--- src/rtl/irq_ack_pkg.sv ---
package irq_ack_pkg;
    typedef enum logic [1:0] {
        ST_IDLE = 2'd0,
        ST_ACK1 = 2'd1,
        ST_ACK2 = 2'd2
    } ack_state_e;

    localparam int LINT_W = 2;
endpackage

--- src/rtl/irq_pin_router.sv ---
module irq_pin_router
    import irq_ack_pkg::*;
(
    input  logic              lcl_mode,
    input  logic              pin_intr,
    input  logic              pin_nmi,
    input  logic              ctl_intr,
    input  logic              ctl_nmi,
    output logic              intr_eff,
    output logic              nmi_eff,
    output logic [LINT_W-1:0] lint_out
);
    always_comb begin
        if (lcl_mode) begin
            intr_eff = ctl_intr;
            nmi_eff  = ctl_nmi;
            lint_out = {pin_nmi, pin_intr};
        end else begin
            intr_eff = pin_intr;
            nmi_eff  = pin_nmi;
            lint_out = '0;
        end
    end
endmodule

--- src/rtl/irq_nmi_edge.sv ---
module irq_nmi_edge (
    input  logic clk,
    input  logic rst_n,
    input  logic nmi_src,
    input  logic nmi_clr,
    output logic nmi_pend
);
    typedef struct packed {
        logic prev;
        logic pend;
    } edge_regs_t;

    edge_regs_t r_d, r_q;

    always_comb begin
        r_d      = r_q;
        r_d.prev = nmi_src;
        r_d.pend = (r_q.pend & ~nmi_clr) | (nmi_src & ~r_q.prev);
    end

    always_ff @(posedge clk) begin
        if (!rst_n) r_q <= '0;
        else        r_q <= r_d;
    end

    assign nmi_pend = r_q.pend;

    // a new pending event always follows a rising source
    assert_pend_on_edge_R7: assert property (@(posedge clk) disable iff (!rst_n)
        $rose(nmi_pend) |-> ($past(nmi_src) && !$past(r_q.prev)));
endmodule

--- src/rtl/irq_ack_fsm.sv ---
module irq_ack_fsm
    import irq_ack_pkg::*;
#(
    parameter int VEC_W = 8
) (
    input  logic             clk,
    input  logic             rst_n,
    input  logic             intr_lvl,
    input  logic             nmi_pend,
    input  logic             if_flag,
    input  logic             boundary,
    input  logic             bus_rdy,
    input  logic [VEC_W-1:0] bus_vec,
    output logic             nmi_clr,
    output logic             bus_req,
    output logic             bus_lock,
    output logic             bus_second,
    output logic             done,
    output logic [VEC_W-1:0] vec,
    output logic             nmi_go
);
    typedef struct packed {
        ack_state_e       st;
        logic             done;
        logic             nmi_go;
        logic [VEC_W-1:0] vec;
    } fsm_regs_t;

    fsm_regs_t r_d, r_q;

    always_comb begin
        r_d        = r_q;
        r_d.done   = 1'b0;
        r_d.nmi_go = 1'b0;
        nmi_clr    = 1'b0;
        unique case (r_q.st)
            ST_IDLE: begin
                if (boundary) begin
                    if (nmi_pend) begin
                        r_d.nmi_go = 1'b1;
                        nmi_clr    = 1'b1;
                    end else if (if_flag && intr_lvl) begin
                        r_d.st = ST_ACK1;
                    end
                end
            end
            ST_ACK1: begin
                if (bus_rdy) r_d.st = ST_ACK2;
            end
            ST_ACK2: begin
                if (bus_rdy) begin
                    r_d.st   = ST_IDLE;
                    r_d.done = 1'b1;
                    r_d.vec  = bus_vec;
                end
            end
            default: r_d.st = ST_IDLE;
        endcase
    end

    always_ff @(posedge clk) begin
        if (!rst_n) r_q <= '{st: ST_IDLE, done: 1'b0, nmi_go: 1'b0, vec: '0};
        else        r_q <= r_d;
    end

    assign bus_req    = (r_q.st == ST_ACK1) || (r_q.st == ST_ACK2);
    assign bus_lock   = bus_req;
    assign bus_second = (r_q.st == ST_ACK2);
    assign done       = r_q.done;
    assign vec        = r_q.vec;
    assign nmi_go     = r_q.nmi_go;

    // a sequence begins only from an enabled boundary with a request
    assert_start_gated_R2: assert property (@(posedge clk) disable iff (!rst_n)
        $rose(bus_req) |-> ($past(boundary) && $past(if_flag) && $past(intr_lvl) && !$past(nmi_pend)));

    // the second transaction comes only after a ready in the first
    assert_second_after_rdy_R4: assert property (@(posedge clk) disable iff (!rst_n)
        $rose(bus_second) |-> ($past(bus_req) && $past(bus_rdy)));

    // completion follows the ready of the second transaction
    assert_done_after_second_R6: assert property (@(posedge clk) disable iff (!rst_n)
        done |-> ($past(bus_second) && $past(bus_rdy) && !bus_lock));

    // taking a non-maskable event never starts bus traffic
    assert_nmi_no_bus_R8: assert property (@(posedge clk) disable iff (!rst_n)
        nmi_go |-> (!bus_req && $past(nmi_pend)));
endmodule

--- src/rtl/irq_ack_seq.sv ---
module irq_ack_seq
    import irq_ack_pkg::*;
#(
    parameter int VEC_W = 8
) (
    input  logic              clk,
    input  logic              rst_n,
    input  logic              lcl_mode,
    input  logic              pin_intr,
    input  logic              pin_nmi,
    input  logic              ctl_intr,
    input  logic              ctl_nmi,
    output logic [LINT_W-1:0] lint_out,
    input  logic              if_flag,
    input  logic              insn_boundary,
    input  logic              bus_rdy,
    input  logic [VEC_W-1:0]  bus_vec_data,
    output logic              bus_req,
    output logic              bus_lock,
    output logic              bus_second,
    output logic              ack_done,
    output logic [VEC_W-1:0]  ack_vector,
    output logic              nmi_take
);
    logic intr_eff, nmi_eff, nmi_pend, nmi_clr;

    irq_pin_router u_router (
        .lcl_mode (lcl_mode),
        .pin_intr (pin_intr),
        .pin_nmi  (pin_nmi),
        .ctl_intr (ctl_intr),
        .ctl_nmi  (ctl_nmi),
        .intr_eff (intr_eff),
        .nmi_eff  (nmi_eff),
        .lint_out (lint_out)
    );

    irq_nmi_edge u_nmi (
        .clk      (clk),
        .rst_n    (rst_n),
        .nmi_src  (nmi_eff),
        .nmi_clr  (nmi_clr),
        .nmi_pend (nmi_pend)
    );

    irq_ack_fsm #(.VEC_W(VEC_W)) u_fsm (
        .clk        (clk),
        .rst_n      (rst_n),
        .intr_lvl   (intr_eff),
        .nmi_pend   (nmi_pend),
        .if_flag    (if_flag),
        .boundary   (insn_boundary),
        .bus_rdy    (bus_rdy),
        .bus_vec    (bus_vec_data),
        .nmi_clr    (nmi_clr),
        .bus_req    (bus_req),
        .bus_lock   (bus_lock),
        .bus_second (bus_second),
        .done       (ack_done),
        .vec        (ack_vector),
        .nmi_go     (nmi_take)
    );

    // a request is never issued without the lock
    assert_req_locked_R5: assert property (@(posedge clk) disable iff (!rst_n)
        bus_req |-> bus_lock);
endmodule

--- config.mk ---
export PLATFORM = sky130hd
export DESIGN_NAME = irq_ack_seq
export DESIGN_NICKNAME = d
export VERILOG_FILES = /design/src/rtl/irq_ack_pkg.sv /design/src/rtl/irq_pin_router.sv /design/src/rtl/irq_nmi_edge.sv /design/src/rtl/irq_ack_fsm.sv /design/src/rtl/irq_ack_seq.sv
export SDC_FILE = /design/constraint.sdc
export NUM_CORES = 1
export LEC_CHECK = 0
export ABC_CLOCK_PERIOD_IN_PS = 1840
export CAP_MARGIN = 30
export CORE_MARGIN = 2
export CORE_UTILIZATION = 40
export DETAILED_ROUTE_END_ITERATION = 7
export PLACE_DENSITY = 0.77
export SETUP_SLACK_MARGIN = 0.1
export SLEW_MARGIN = 20
export SYNTH_ARGS = -nofsm -noshare
export SYNTH_HDL_FRONTEND = slang
export SYNTH_HIERARCHICAL = 1
export SYNTH_SLANG_ARGS = --single-unit
--- constraint.sdc ---
create_clock -name clk -period 1.84 [get_ports clk]
set_input_delay 0.368 -clock clk [delete_from_list [all_inputs] [get_ports clk]]
set_output_delay 0.368 -clock clk [all_outputs]
set_load 0.005 [all_outputs]
== Yosys cells after proc, flatten, opt, wreduce, memory -nomap -nowiden ==
Cells that the tools add are included.
Operators by class
  equality and inequality tests: 7
  mux-type cells: 12
  reductions and logical operators: 6
  bitwise gates (word level): 5
Operators by type and width (number)
  $mux W2: 5
  $ne A2 B2 Y1 const B: 4
  $pmux W2 S3: 1
  $mux W1: 5
  $reduce_and A5 Y1: 1
  $reduce_and A2 Y1: 2
  $mux W3: 1
  $and A1 B1 Y1: 2
  $eq A2 B1 Y1 const B: 1
  $eq A2 B2 Y1 const B: 1
  $logic_not A2 Y1: 1
  $ne A2 B1 Y1 const B: 1
  $not A1 Y1: 2
  $logic_and A1 B1 Y1: 1
  $logic_or A1 B1 Y1: 1
  $or A1 B1 Y1: 1
Word-level totals
  flip-flop bits (word level): 14
  output and inout bits: 15
  logic and storage cells: 36
  input port bits: 18

== Depth between registers and ports, before layout ==
Gate-level depths: netlist (run 1).
  depth after elaboration: 6
  depth in mapped cells: 6
  depth with buffers taken out: 5

== Cells and area by module ==
The synthesis (run 1) kept the hierarchy.
Modules (own cells, without submodules)
  irq_ack_fsm: area each 644.4 um^2, instances 1, cells an instance 69, sequential area each 240.2 um^2
  irq_nmi_edge: area each 77.6 um^2, instances 1, cells an instance 6, sequential area each 40.0 um^2
  irq_pin_router: area each 37.5 um^2, instances 1, cells an instance 4, sequential area each 0.0 um^2

== Worst setup path before layout (run 1) ==
Ideal clock, no wire load.
  kind: register to register
  start: register u_fsm/r_q[10] in the netlist's numbering
  end: register u_fsm/r_q[10] in the netlist's numbering
  buffers on the path: 0
  library setup time: 0.072 ns
  data arrival time: 1.253 ns
  data required time: 1.768 ns
  period minus slack after synthesis: 1.325 ns
  cell stages (with the launch flop): 6
  path slack: 0.515 ns
  path through: dfxtp_1 -> inv_1 -> ha_1 -> o21ba_1 -> a221oi_4 -> mux2i_1
On the way
  cells in the longest elaborated chain, start to end: 3
  elaborated cells between the ends (all ways): 10
  those cells by class: 7 x eq/ne; 1 x mux; 2 x reduce/logical
RTL lines
  start, declared: RTL line irq_ack_fsm.sv:29  | fsm_regs_t r_d, r_q;
  start signal, assigned: RTL line irq_ack_fsm.sv:62  | if (!rst_n) r_q <= '{st: ST_IDLE, done: 1'b0, nmi_go: 1'b0, vec: '0};
  start signal, assigned: RTL line irq_ack_fsm.sv:63  | else r_q <= r_d;
  $eq A2 B2 Y1 *
  net bus_second: RTL line irq_ack_seq.sv:20  | output logic bus_second,
  $ne A2 B2 Y1 (no source line)
  $reduce_and A5 Y1 (no source line)
The timed path passes the listed nets; every way through them passes the cells marked *.
A chain may end at the register's enable or synchronous reset.

== Final worst setup path (run 1) ==
  start: register u_fsm/r_q[11] in the netlist's numbering
  end: output port bus_lock
On the way
  cells in the longest elaborated chain, start to end: 2
  elaborated cells between the ends (all ways): 3
  those cells by class: 2 x eq/ne; 1 x reduce/logical
RTL lines
  $eq A2 B1 Y1 / $eq A2 B2 Y1 (equally long branches): RTL line irq_ack_fsm.sv:66  | assign bus_req = (r_q.st == ST_ACK1) || (r_q.st == ST_ACK2);
  $logic_or A1 B1 Y1 *: RTL line irq_ack_fsm.sv:66
  end, declared: RTL line irq_ack_seq.sv:19  | output logic bus_lock,
Mark *: on every way between the ends. The rest lies on a longest branch, timed or not.

==> results, run 1 <==
- The smallest clock period supported by the final layout is computed as between 1500 and 2000 ps.
- The share of the yosys chip area belonging to registers is between 30 and 40%.
- The initial antenna violation count is 0.
- The cell internal power dissipation is 0.5552 mW.
- STA classifies the critical path endpoint as an output pin.
- The path class of the tightest hold or removal check is register to register.
- The power share of the combinational group is 26.9%.
- Detailed placement finished with a half-perimeter wire length of between 1000 and 1500 µm.
- Clock-pin slew was measured on the worst setup and hold paths at 80 ps.
- The detailed-route wire length per cell is 11.98 µm.
- The routed design uses ~45 µm of met3 wire.
- For flop-to-flop paths, the worst setup slack is roughly 310 ps.
- The hold path endpoint is u_fsm/vec[1].
- The initial cell density of the core is between 40% and 50%.
- The run finished with clean final reports.
- Synthesis inferred 14 register bits.
- At the pin with the least slew margin, the transition time is about 460 ps.
- The biggest fanout along the worst timing path is 4.
- The via count normalized by instance count is 4.602.
- The register share of total power is 43.7%.
- The mean instance size in the synthesized netlist is a little under 10 µm².
- The final max-slew violation count was 0.
- The number of antenna cells inserted is 0.
- The power dissipated by switching net loads is a little under 0.2 mW.
- The worst path uses 88.67% of the clock period.
- The endpoint of the worst register-to-register path is u_fsm/r_q[11].
- The die covers about 2300 µm².
- The met1 wire length is 661 µm.
- The maximum VDD drop is ~0.40 mV.
- After global routing the overflow that remains totals 0.
- The die span in x is between 40 and 50 µm.
- In this run the most critical hold path is launched from u_fsm/vec[1].
- The worst setup path is of the register to output pin kind.
- The reg-to-reg critical path startpoint is u_fsm/r_q[11].
- The highest layer touched by signal routing is met3.
- The I/O pin count is 33.
- For this design the static power due to leakage is ~0.46 nW.
- At the end of routability-driven placement, the weighted congestion stood at 0.7143.
- In this run the clock root is driven by a sky130_fd_sc_hd__clkbuf_4.
- After the last flow step, the layout net total stands at 132.
- The post-route setup TNS is 0 ps.
- The maximum number of pins on one net before global-route repair is 17.
- When the netlist entered floorplanning its net count stood at 102.
- The final routed DRC violation total is 0.
- The clock reaches the later pin of the worst-skew pair after between 200 and 300 ps.
- The worst slack at placement is -53.60 ps.
- Summing over every cut layer, the via total after detailed routing is a little over 600.
- The mapped netlist covers 759.5 µm².
- The number of cells traversed by the worst hold path is 2.
- After technology mapping, the gate count stands at 79.
- For this run, the detailed router's first-pass iteration total came to 4.
- The CTS H-tree depth is 1.
- The final layout contains routed wiring with a total length of approximately 1600 µm.
- The total power per unit cell area is roughly 680 nW/µm².
- Static timing analysis puts the maximum clock frequency at 612.9 MHz.
- After detailed placement, the total cell area comes to between 1000 and 1500 µm².
- The worst setup path is launched from a register.
- The hold slack is between 400 and 500 ps.
- The number of global-route vias before repair is about 560.
- The worst clock skew is 1.052 ps.
- Yosys printed 6 warnings.
- Cells with a size suffix above 1 make up 22.22% of the layout.
- Counting cells, the worst reg-to-reg path comes to 6.
- The first-pass GRT wire length is ~2400 µm.
- Cells fill around 62% of the core in the end.
- The count of nets left with antenna violations once routing finished came out at 0.
- The number of hold violations in the final report came to 0.
- Data on the critical path arrives at its endpoint at roughly 1300 ps.
- TritonCTS built the clock tree.
- In this run the tool buffered the top-level ports with 32 buffer cells.
- Across the run, the number of max-cap violations was 0.
- The area added between synthesis and finish is 44.98%.
- The worst pin sits at a relative slew slack of 69.08%.
- The first routing iteration left 7 violations.
- The number of failing setup endpoints in the final timing report is 0.
- The part of the total power dissipated in the clock network is approximately 29%.
- The routed design uses between 800 and 900 µm of met2 wire.
- Setup repair after global routing left no endpoint under its margin.
- The clock sink count is 14.
- The floorplan step defined a core boundary enclosing between 1500 and 2000 µm².
- The total global-route track usage is between 15 and 20%.
- The number of unique standard cell types used by synthesis is 24.
- The number of clock buffers inserted by TritonCTS is 3.
- The standard-cell row count is 15.
- The fraction of power spent switching nets is about a quarter.
- The finished cells cover 1101 µm².
- Counting along the longest clock path gives a buffer depth of 2.
- The required time of the critical path is 1470 ps.
- Measured along the y axis, the die boundary spans around 48 µm.
- The final critical-path setup slack is about 210 ps.
[synth_stat cells (all sizes together)]
| library cell | number | share of area, % |
|---|---|---|
| ha | 5 | 8.2 |
| inv | 2 | 0.99 |
| mux2 | 2 | 3.0 |
| clkinv | 1 | 0.66 |
| nand2 | 13 | 6.8 |
| clkbuf | 1 | 0.49 |
| nand2b | 2 | 2.6 |
| mux2i | 2 | 2.6 |
| o21ba | 1 | 1.3 |
| and3 | 2 | 1.8 |
| nand3b | 1 | 2.6 |
| a21boi | 9 | 9.4 |
| nand3 | 8 | 5.3 |
| buf | 11 | 10 |
| and2 | 4 | 3.6 |
| a221oi | 1 | 3.5 |
| dfxtp | 14 | 37 |
[worst max path at each step]
stage          slack (ps)     startpoint       endpoint  depth (start not counted)
2_1_floorplan         520  u_fsm/r_q[10]  u_fsm/r_q[10]                          5
3_3_place_gp           -2       lcl_mode    lint_out[0]                          3
3_5_place_dp          -50       lcl_mode  u_fsm/r_q[11]                          6
4_1_cts               200  u_fsm/r_q[11]       bus_lock                          3
5_1_grt               140  u_fsm/r_q[11]       bus_lock                          3
6_report              210  u_fsm/r_q[11]       bus_lock                          3
[repair_timing]
item,4_1_cts,5_1_grt
endpoints found under the setup margin,5,0
buffers inserted,2,0
hold buffers,0,0
resized for setup,10,0
[through the flow]
step | cells | power (mW)
6_report | 133 | 0.7481
3_5_place_dp | 127 | 0.5343
4_1_cts | 133 | 0.7500
2_1_floorplan | 79 | 0.4446
5_1_grt | 133 | 0.7832
3_3_place_gp | 127 | 0.5253
[logic make-up after synthesis]
logic type	count (synthesis)	synth area share (%)
flops	14	36.90
fa+ha+maj	5	8.237
buf+inv	15	12.35
simple gates	30	22.74
compound gates	11	14.17
mux	4	5.601
[sequential cells by signal, summed over array words and instances (netlist names)]
signal	cells
u_fsm/vec	8
u_fsm/done	1
u_fsm/nmi_go	1
u_fsm/r_q	2
u_nmi/nmi_pend	1
u_nmi/r_q	1
[layout make-up]
cell class | count | area [µm²]
Clock buffer | 4 | 36.28
Inverter | 3 | 12.51
Multi-Input combinational cell | 50 | 387.9
Sequential cell | 14 | 282.8
Fill cell | 171 | 663.1
Tap cell | 25 | 31.28
Timing Repair Buffer | 37 | 350.3
[layer usage]
layer	up-vias	GRT usage [%]
met3	0	5.660
li1	309	-
met2	13	28.65
met4	0	4.865
met5	-	0
met1	290	15.86
[worst max-delay path, stage by stage, from the launching register on]
cell and delay, ps:
sky130_fd_sc_hd__dfxtp_2 340, sky130_fd_sc_hd__inv_1 80, sky130_fd_sc_hd__ha_1 290, sky130_fd_sc_hd__dlygate4sd2_1 280
[power by group through the flow]
stage          Sequential (mW)  Combinational, mW  Clock (mW)
2_1_floorplan            0.332              0.112           0
3_3_place_gp             0.334              0.191           0
3_5_place_dp             0.334              0.200           0
4_1_cts                  0.327              0.202       0.221
5_1_grt                  0.329              0.219       0.236
6_report                 0.327              0.202       0.219
[cells in the final DEF (no fill, tap or decap), drive strengths merged, types with 2 or more instances in the layout]
cell type,Yosys,layout
a21boi,9,9
and2,4,4
and3,2,2
buf,11,5
clkbuf,1,4
clkdlybuf4s50,0,26
dfxtp,14,14
dlygate4sd2,0,6
ha,5,5
inv,2,2
mux2,2,2
mux2i,2,2
nand2,13,13
nand2b,2,2
nand3,8,8
Note: power is estimated with default switching activity, not from simulation.
==> inputs of run 2 (changes only) <==
Settings changed: SKIP_CTS_REPAIR_TIMING set to 1, SLEW_MARGIN 20 to 0.
==> run 2 against run 1 <==
Setup slack better by 20 ps. Critical endpoint is now u_fsm/r_q[10]. Largest power group unchanged. Sequential cell count did not move. Critical path depth is 3 higher.
==> results, run 2 (synthesis results as in run 1) <==
- The flow ran to the end, and the final reports show no timing, DRC or antenna violations.
- The routed wire length is 1613 µm (+1.3%).
- The biggest fanout along the worst timing path came to 3 (-1).
- The met3 layer usage reported by global route came to 5.660% (unchanged).
- The summed area of non-filler cells in the final layout is 1109 µm² (+0.68%).
- The die area is 2263 µm² (unchanged).
- The final routed DRC violation total was 0 (unchanged).
- The maximum number of pins on one net before global-route repair is 17 (unchanged).
- The total instance count after detailed placement is 127 (unchanged).
- The number of antenna cells inserted is 0 (unchanged).
- The peak-usage layer in the global routing report is met2.
- The met2 routing resource usage after global routing is 27.84% (-0.81 points).
- The delay of the slowest critical-path stage came to 430 ps (+90 ps).
- The slowest stage of the critical path is the sky130_fd_sc_hd__clkdlybuf4s50_1 cell.
- The required time of the critical path was 2040 ps (+570 ps).
- The clock slew at the register clock pins of the worst setup and hold paths came to 80 ps (about the same).
- The initial cell density of the core came to 43.05% (unchanged).
- The insertion delay of the later-clocked pin in the worst-skew pair is 280 ps (about the same).
- The maximum number of buffers from clock root to sink is 2 (unchanged).
- The detailed-router iteration count before antenna repair is 5 (+1).
- The clock sink count came to 14 (unchanged).
- The area added between synthesis and finish is 45.96%.
- The actual slew at the worst max-slew pin is 459.9 ps (-2.497 ps).
- The arrival time reported for the critical path endpoint is 1810 ps (+550 ps).
- The element type at the critical path start is an input pin.
- The number of failing setup endpoints in the final timing report is 0 (unchanged).
- The static leakage power came to 0.5096 nW (+10%).
- The maximum VDD drop is 0.4049 mV (+1.7%).
- The number of global-route vias before repair is 552 (-1.8%).
- The placement-stage cell area came to 1052 µm² (unchanged).
- The relative max-transition margin is 69.25% (+0.17 points).
- The via count normalized by instance count is 4.626 (+0.53%).
- The clock tree from TritonCTS is built.
- The die span in x is 47.58 µm (unchanged).
- The aggregate global routing overflow is 0 (unchanged).
- The total power per unit cell area is 675.8 nW/µm² (-0.54%).
- The number of nets in the layout is 130 (-1.5%).
- The number of buffers and inverters on the critical path is 2 (unchanged).
- The final cycle utilization of the critical path is 87.60% (-1.1 points).
- The most critical setup path has its startpoint at lcl_mode.
- The family with the most delay on the worst path is buffers and inverters.
- The fraction of final layout cells sized beyond drive strength 1 is 20.75% (-1.5 points).
- The number of clock buffers inserted by TritonCTS is 3 (unchanged).
- The CTS H-tree depth is 1 (unchanged).
- The worst setup path is of the input pin to register kind.
- Setup repair after global routing left no endpoint under its margin.
- The post-route setup TNS was 0 ps (unchanged).
- The total core area is 1764 µm² (unchanged).
- The placed wire-length estimate was 1169 µm (unchanged).
- The met1 capacity usage during global routing came to 15.63% (-0.23 points).
- The number of hold violations in the final report came to 0 (unchanged).
- The clock period minus worst slack came to 1612 ps (-19.76 ps).
- The number of antenna-violating nets in the routed design came to 0 (unchanged).
- The vertical die dimension came to 47.58 µm (unchanged).
- The detailed-route wire length per cell came to 12.31 µm (+2.8%).
- The total global-route track usage is 15.06% (-0.31 points).
- The total chip power is 0.7492 mW (+0.14%).
- The final standard cell count with taps included and fillers excluded came to 131 (-1.5%).
- The total of max-cap violations is 0 (unchanged).
- The worst clock skew is 2.296 ps (+1.244 ps).
- The path class of the tightest hold or removal check is register to register.
- The flip-flop count of the largest register after layout came to 8 (unchanged).
- The I/O pin count is 33 (unchanged).
- Leaving out fill and tap cells, the most frequent cell in the layout is sky130_fd_sc_hd__clkdlybuf4s50_1.
- Traced cell by cell, the critical path runs through clkdlybuf4s50_1 -> buf_4 -> mux2_2 -> nand3b_4 -> a221oi_4 -> mux2i_1.
- The worst setup path is captured at a register.
- The timing-limited maximum frequency was 620.4 MHz (+1.2%).
- The overall via count from detail_route is 606 (-0.98%).
- The worst hold path begins at u_fsm/vec[0].
- In the layout the commonest cells are sky130_fd_sc_hd__clkdlybuf4s50_1, sky130_fd_sc_hd__nand2_1, sky130_fd_sc_hd__dfxtp_1.
- The standard-cell row count is 15 (unchanged).
- The number of port buffers came to 32 (unchanged).
- The first-pass GRT wire length came to 2297 µm (-2.3%).
- The global placer's final weighted congestion was 0.7143 (unchanged).
- The detailed router's first-iteration violation count is 8 (+1).
- The cell sitting at the root of the clock tree is a sky130_fd_sc_hd__clkbuf_4.
- The reg-to-reg critical path startpoint is u_fsm/r_q[10].
- The final max-slew violation count is 0 (unchanged).
- The initial antenna violation count came to 0 (unchanged).
run 2: cell types whose count changed in the layout (fill, tap and decap cells not counted):
| cell | change |
|---|---|
| sky130_fd_sc_hd__dfxtp_4 | +1 |
| sky130_fd_sc_hd__buf_4 | -2 |
| sky130_fd_sc_hd__clkdlybuf4s50_1 | +1 |
| sky130_fd_sc_hd__dfxtp_2 | -1 |
| sky130_fd_sc_hd__dlymetal6s2s_1 | +5 |
| sky130_fd_sc_hd__dlygate4sd2_1 | -6 |
run 2: area by class of cell:
cell class / instances / area (µm²)
clock buffer: 4 / 36.28
fill: 172 / 655.6
inverter: 3 / 12.51
multi-input combinational: 50 / 387.9
sequential: 14 / 285.3
tap: 25 / 31.28
timing repair buffer: 35 / 355.3
run 2: tightest hold or removal path, delay by kind of cell, from the launching register on:
kind             cells  cell delay, ps
AO/OA/AOI/OAI        1              50
flip-flops           1             320
AND/OR/NAND/NOR      1              50
run 2: final timing paths:
path / end / slack (ps) / depth (start not counted)
max: u_fsm/r_q[10] / 230 / 6
min: u_fsm/vec[0] / 460 / 2
max reg2reg: u_fsm/r_q[10] / 320 / 6
min reg2reg: u_fsm/vec[0] / 460 / 2
run 2: stage by stage:
stage                     util [%]  hold WS (ps)  setup WS [ps]
after floorplan                  -         435.4          515.4
after global placement       59.65         443.0         -1.950
after detailed placement     59.65         450.5         -53.60
after CTS                    61.70         462.0         -129.4
after global routing         62.84         475.8          165.0
final                        62.84         459.5          228.1
run 2: metal layers:
layer  part of all wire [%]  up-vias
met2                     54       15
met4                   0.87        0
met5                      0        -
met3                    3.2        2
li1                       -      304
met1                     42      285
run 2: where the power goes:
part / internal [mW] / switching, mW / total (mW)
clock: 0.120 / 0.101 / 0.221
sequential: 0.319 / 0.0118 / 0.331
combinational: 0.117 / 0.0805 / 0.197
total: 0.556 / 0.193 / 0.749
